<file path="src/rtl/stepper_pkg.sv">
package stepper_pkg;

    localparam int NUM_MOTORS = 2;
    localparam int DATA_W     = 8;
    localparam int PH_W       = 4;

    typedef logic [PH_W-1:0] phase_t;

    // bit 3 = A, bit 2 = C, bit 1 = B, bit 0 = D
    localparam phase_t PH_AB = 4'b1010;
    localparam phase_t PH_BC = 4'b0110;
    localparam phase_t PH_CD = 4'b0101;
    localparam phase_t PH_DA = 4'b1001;

    localparam int MODE_ADDR = 0;

    typedef struct packed {
        logic [1:0] bank;
        logic       carr_rev;
        logic       carr_man;
        logic       feed_rev;
        logic       feed_man;
    } mode_t;

    // motor 0 = carriage, motor 1 = paper feed
    function automatic int phase_addr(int motor);
        return (motor == 0) ? 5 : 4;
    endfunction

    function automatic phase_t step_next(phase_t cur, logic rev);
        phase_t nxt;
        case (cur)
            PH_AB:   nxt = rev ? PH_DA : PH_BC;
            PH_BC:   nxt = rev ? PH_AB : PH_CD;
            PH_CD:   nxt = rev ? PH_BC : PH_DA;
            PH_DA:   nxt = rev ? PH_CD : PH_AB;
            default: nxt = PH_AB;
        endcase
        return nxt;
    endfunction

    function automatic mode_t mode_from_bus(logic [DATA_W-1:0] d);
        mode_t m;
        m.bank     = d[6:5];
        m.carr_rev = d[4];
        m.carr_man = d[3];
        m.feed_rev = d[2];
        m.feed_man = d[1];
        return m;
    endfunction

endpackage

</file>
<file path="src/rtl/step_sync.sv">
module step_sync #(
    parameter int STAGES = 2
) (
    input  logic clk,
    input  logic rst,
    input  logic step_in,
    output logic step_pulse
);
    logic [STAGES-1:0] sync_q;
    logic              prev_q;

    always_ff @(posedge clk) begin
        if (rst) begin
            sync_q <= '0;
            prev_q <= 1'b0;
        end else begin
            sync_q <= {sync_q[STAGES-2:0], step_in};
            prev_q <= sync_q[STAGES-1];
        end
    end

    assign step_pulse = sync_q[STAGES-1] & ~prev_q;

    // one edge gives a one-cycle pulse
    p_single_pulse_r6: assert property (@(posedge clk) disable iff (rst)
        step_pulse |=> !step_pulse);

endmodule

</file>
<file path="src/rtl/phase_channel.sv">
module phase_channel
    import stepper_pkg::*;
(
    input  logic   clk,
    input  logic   rst,
    input  logic   wr_en,
    input  phase_t wr_phase,
    input  logic   step_pulse,
    input  logic   manual,
    input  logic   reverse,
    output phase_t phase
);
    phase_t phase_q;

    always_ff @(posedge clk) begin
        if (rst) begin
            phase_q <= PH_AB;
        end else if (wr_en) begin
            phase_q <= wr_phase;
        end else if (step_pulse && !manual) begin
            phase_q <= step_next(phase_q, reverse);
        end
    end

    assign phase = phase_q;

    // steps are ignored in manual mode
    p_manual_hold_r7: assert property (@(posedge clk) disable iff (rst)
        (manual && !wr_en) |=> $stable(phase));

    // a write wins and lands on the next edge
    p_write_lands_r8: assert property (@(posedge clk) disable iff (rst)
        wr_en |=> (phase == $past(wr_phase)));

    // every automatic step leaves exactly two windings on
    p_two_on_r4: assert property (@(posedge clk) disable iff (rst)
        (!manual && step_pulse && !wr_en) |=> ($countones(phase) == 2));

    // no change without a write or a step
    p_idle_hold_r10: assert property (@(posedge clk) disable iff (rst)
        (!wr_en && !step_pulse) |=> $stable(phase));

endmodule

</file>
<file path="src/rtl/dual_stepper_seq.sv">
module dual_stepper_seq
    import stepper_pkg::*;
#(
    parameter int ADDR_W      = 3,
    parameter int SYNC_STAGES = 2
) (
    input  logic              clk,
    input  logic              rst,
    input  logic [ADDR_W-1:0] bus_addr,
    input  logic              bus_rd,
    input  logic              bus_wr,
    input  logic [DATA_W-1:0] bus_wdata,
    output logic [DATA_W-1:0] bus_rdata,
    input  logic              carr_step,
    input  logic              feed_step,
    output logic [PH_W-1:0]   carr_phase,
    output logic [PH_W-1:0]   feed_phase,
    output logic [1:0]        bank_sel
);
    localparam logic [ADDR_W-1:0] MODE_A = ADDR_W'(MODE_ADDR);

    mode_t  mode_q;
    logic   mode_wr;
    logic   step_raw [NUM_MOTORS];
    logic   man      [NUM_MOTORS];
    logic   rev      [NUM_MOTORS];
    phase_t ph       [NUM_MOTORS];
    logic   ph_hit   [NUM_MOTORS];

    assign mode_wr = bus_wr && (bus_addr == MODE_A);

    always_ff @(posedge clk) begin
        if (rst) begin
            mode_q <= '0;
        end else if (mode_wr) begin
            mode_q <= mode_from_bus(bus_wdata);
        end
    end

    assign step_raw[0] = carr_step;
    assign step_raw[1] = feed_step;
    assign man[0]      = mode_q.carr_man;
    assign man[1]      = mode_q.feed_man;
    assign rev[0]      = mode_q.carr_rev;
    assign rev[1]      = mode_q.feed_rev;

    for (genvar m = 0; m < NUM_MOTORS; m++) begin : g_motor
        localparam logic [ADDR_W-1:0] PH_A = ADDR_W'(phase_addr(m));
        logic pulse;

        assign ph_hit[m] = (bus_addr == PH_A);

        step_sync #(.STAGES(SYNC_STAGES)) u_sync (
            .clk        (clk),
            .rst        (rst),
            .step_in    (step_raw[m]),
            .step_pulse (pulse)
        );

        phase_channel u_chan (
            .clk        (clk),
            .rst        (rst),
            .wr_en      (bus_wr && ph_hit[m]),
            .wr_phase   (bus_wdata[PH_W-1:0]),
            .step_pulse (pulse),
            .manual     (man[m]),
            .reverse    (rev[m]),
            .phase      (ph[m])
        );
    end

    always_comb begin
        bus_rdata = '0;
        if (bus_rd) begin
            for (int m = 0; m < NUM_MOTORS; m++) begin
                if (ph_hit[m]) bus_rdata = {{(DATA_W-PH_W){1'b0}}, ph[m]};
            end
        end
    end

    assign carr_phase = ph[0];
    assign feed_phase = ph[1];
    assign bank_sel   = mode_q.bank;

    // upper read bits are always zero
    p_rd_upper_zero_r2: assert property (@(posedge clk) disable iff (rst)
        bus_rdata[DATA_W-1:PH_W] == '0);

    // bank outputs only move on a mode write
    p_bank_hold_r3: assert property (@(posedge clk) disable iff (rst)
        !mode_wr |=> $stable(bank_sel));

    // bank outputs follow the written bits
    p_bank_load_r3: assert property (@(posedge clk) disable iff (rst)
        mode_wr |=> (bank_sel == $past(bus_wdata[6:5])));

endmodule

</file>
<file path="config.mk">
export PLATFORM = sky130hd
export DESIGN_NAME = dual_stepper_seq
export DESIGN_NICKNAME = d
export VERILOG_FILES = /design/src/rtl/stepper_pkg.sv /design/src/rtl/step_sync.sv /design/src/rtl/phase_channel.sv /design/src/rtl/dual_stepper_seq.sv
export SDC_FILE = /design/constraint.sdc
export NUM_CORES = 1
export LEC_CHECK = 0
export ABC_AREA = 1
export BUFFER_PORTS_ARGS = -buffer_cell sky130_fd_sc_hd__buf_2
export CAP_MARGIN = 20
export CORE_MARGIN = 1
export CORE_UTILIZATION = 40
export DETAILED_ROUTE_END_ITERATION = 6
export PLACE_DENSITY_LB_ADDON = 0.08
export SYNTH_ARGS = -nofsm -noshare
export SYNTH_HDL_FRONTEND = slang
export SYNTH_HIERARCHICAL = 1
export SYNTH_SLANG_ARGS = --single-unit
</file>
<file path="constraint.sdc">
create_clock -name clk -period 2.2 [get_ports clk]
set_input_delay 0.44 -clock clk [delete_from_list [all_inputs] [get_ports clk]]
set_output_delay 0.44 -clock clk [all_outputs]
set_load 0.03 [all_outputs]
</file>
==> flow_summary.json <==
{
  "outcome": "finished clean",
  "clkLatencyLatePin_ps": 310,
  "root_buffer": "clkbuf_4",
  "vdd_ir_drop_max_uv": 303,
  "syn_inst": 220,
  "totalWireLength_mm": 2.68,
  "grt_pass1_vias": 1061,
  "synthAdderAreaFrac_pct": 0,
  "vias_per_cell": 4.42,
  "grt_first_pass_wirelength_mm": 4.57,
  "die_y_um": 58.3,
  "timing.fmax_ghz": 0.610,
  "hpwl_mm": 2.11,
  "dieArea_um2": 3400,
  "num_vias": 1296,
  "grt_start_max_net_pins": 14,
  "fill_cells": 355,
  "fin_crit_sh_pct": 74.5,
  "hold_violations": 0,
  "drt-pass1-iter-count": 4,
  "crit_slowest_cell": "dfxtp_1",
  "drive_above_1_share_pct": 16.9,
  "pwr-share-comb_pct": 21.4,
  "power.leakage_nw": 0.810,
  "start_util_pct": 41.9,
  "dr.first_iter.drc_count": 56,
  "path_cells": "nand4_1 > a21oi_1 > buf_2",
  "syn_to_final_growth_pct": 16.1,
  "cts_tree": "yes",
  "yosys.area.top_type_share_pct": 31.6,
  "crit_type": "flop to primary output",
  "tns_ps": 0,
  "cp_top_family": "flip-flops",
  "fin_skew_ps": 5.72,
  "yosys_register_bits": 20,
  "drv_cap": 0,
  "path_clk_slew_ps": 120,
  "period_needed_ps": 1640,
  "overflow": 0,
  "cp_max_fo": 5,
  "cts_htree_levels": 1,
  "boundaryPins": 35,
  "clkPwrFrac_pct": 34.2,
  "layout_commonest_cell": "nand2_1",
  "report.final.slew_viol_count": 0,
  "cp.buffers_inverters": 1,
  "rows": 20,
  "drc": 0,
  "ff_latch_area_um2": 400,
  "diodes": 0,
  "synthSimpleGateAreaFrac_pct": 41.1,
  "port_buffers": 29,
  "power.switching_mw": 0.263,
  "finalSetupViolCount": 0,
  "yosysTopAreaCell": "dfxtp_1",
  "track_usage_pct": 17.4,
  "multiInputGateArea_um2": 647,
  "num-nets-final": 267,
  "ys_seq_area_share_pct": 31.6,
  "cts_hold_buf": 0,
  "cts_sinks": 20,
  "crit_path_max_incr_delay_ps": 410,
  "post_drt_wl_per_cell_um": 9.15,
  "grt_antenna_before_repair": 0,
  "muxShareOfSynthArea_pct": 0,
  "gp_congestion": 0.744,
  "fin_total_pwr_mw": 0.885,
  "cts_buffers": 3,
  "yosys_warnings": 6,
  "cp-start-kind": "flop",
  "synthXorXnorAreaFrac_pct": 0,
  "arrival_ps": 1200,
  "cell_internal_pwr_mw": 0.623,
  "final_cell_mix": "nand2_1, inv_1, nor2_1, buf_2, dfxtp_1",
  "synth_area_leaders": "dfxtp_1, nand2_1, inv_1",
  "switching_share_pct": 29.7,
  "clock_path_buffers": 2,
  "cp-end-kind": "primary output",
  "core_region_area_um2": 3030,
  "p_seq_share_pct": 44.5,
  "netlist_area_um2": 1270,
  "avgSynthCellArea_um2": 5.77,
  "synth-compound-area-share_pct": 8.68,
  "ys_types": 13,
  "post_cts_buffers": 0,
  "pwr_density_cell_nw_per_um2": 601,
  "cp.required_ps": 1760,
  "fp.dieW_um": 58.3,
  "ant_nets": 0,
  "synth_top_family_by_area": "simple AND/OR/NAND/NOR gates",
  "cts_resized": 0,
  "hold_class": "primary input to flop",
  "rsz0062_at_grt": "false"
}
layout make-up:
type                            instances  share of cell area, %
Clock buffer                            3                   1.53
Clock inverter                          1                   2.04
Inverter                               42                   10.7
Multi-Input combinational cell        152                   43.9
Sequential cell                        20                   27.2
Tap cell                               44                   3.74
Timing Repair Buffer                   31                   10.9
per-stage QoR:
| stage | hold WS [ps] | setup slack [ps] | utilization [%] | area (um^2) | instances |
|---|---|---|---|---|---|
| floorplan | 388 | 452 | - | 1280 | 223 |
| global placement | 390 | 590 | 46.9 | 1420 | 289 |
| detailed placement | 396 | 594 | 46.9 | 1420 | 289 |
| CTS | 307 | 542 | 48.6 | 1470 | 293 |
| global route | 292 | 442 | 48.6 | 1470 | 293 |
| finish | 323 | 561 | 48.6 | 1470 | 293 |
power by group through the flow:
stage / sequential [mW] / clock (mW) / combinational (mW)
CTS: 0.394 / 0.315 / 0.190
floorplan: 0.417 / 0 / 0.129
global placement: 0.402 / 0 / 0.189
finish: 0.394 / 0.302 / 0.189
global route: 0.397 / 0.334 / 0.217
detailed placement: 0.403 / 0 / 0.189
flip-flops by register name, indices dropped and copies added (netlist names):
register               count
mode_q                     2
bank_sel                   2
g_motor.u_sync/prev_q      2
g_motor.u_chan/phase       8
g_motor.u_sync/sync_q      4
man                        2
layer usage:
| metal | vias up | GRT usage [%] | wire (um) |
|---|---|---|---|
| met4 | 0 | 3.06 | 0 |
| met2 | 42 | 27.3 | 1070 |
| met3 | 0 | 5.05 | 155 |
| met1 | 544 | 24.0 | 1460 |
| li1 | 710 | - | - |
| met5 | - | 0 | 0 |
worst reg2reg max path, delay by kind of cell (launching register included):
kind | cells | cell delay [ps]
buffers and inverters | 1 | 90
flip-flops | 1 | 430
AND/OR/NAND/NOR | 8 | 580
cells by family after synthesis:
group / after synthesis
compound gates: 22
flops: 20
buf+inv: 51
simple gates: 126
other cells: 1
Yosys cell counts:
master / count
a21oi_1: 14
buf_4: 7
buf_6: 2
conb_1: 1
dfxtp_1: 20
inv_1: 38
inv_2: 4
nand2_1: 73
nand3_1: 13
nand4_1: 4
nor2_1: 33
nor2_4: 3
o21ai_0: 8
path summary, 6_finish.rpt:
path                                      startpoint                                       to  slack (ps)  cells past startpoint
min                                        feed_step   g_motor[1].u_sync/sync_q[0]$_SDFF_PP0_         320                      3
min reg2reg   g_motor[1].u_sync/sync_q[0]$_SDFF_PP0_   g_motor[1].u_sync/sync_q[1]$_SDFF_PP0_         410                      2
max          g_motor[0].u_chan/phase[0]$_SDFFE_PP0P_                             bus_rdata[0]         560                      3
max reg2reg  g_motor[1].u_chan/phase[3]$_SDFFE_PP1P_  g_motor[1].u_chan/phase[1]$_SDFFE_PP1P_        1010                      9
Note: power is estimated with default switching activity, not from simulation.
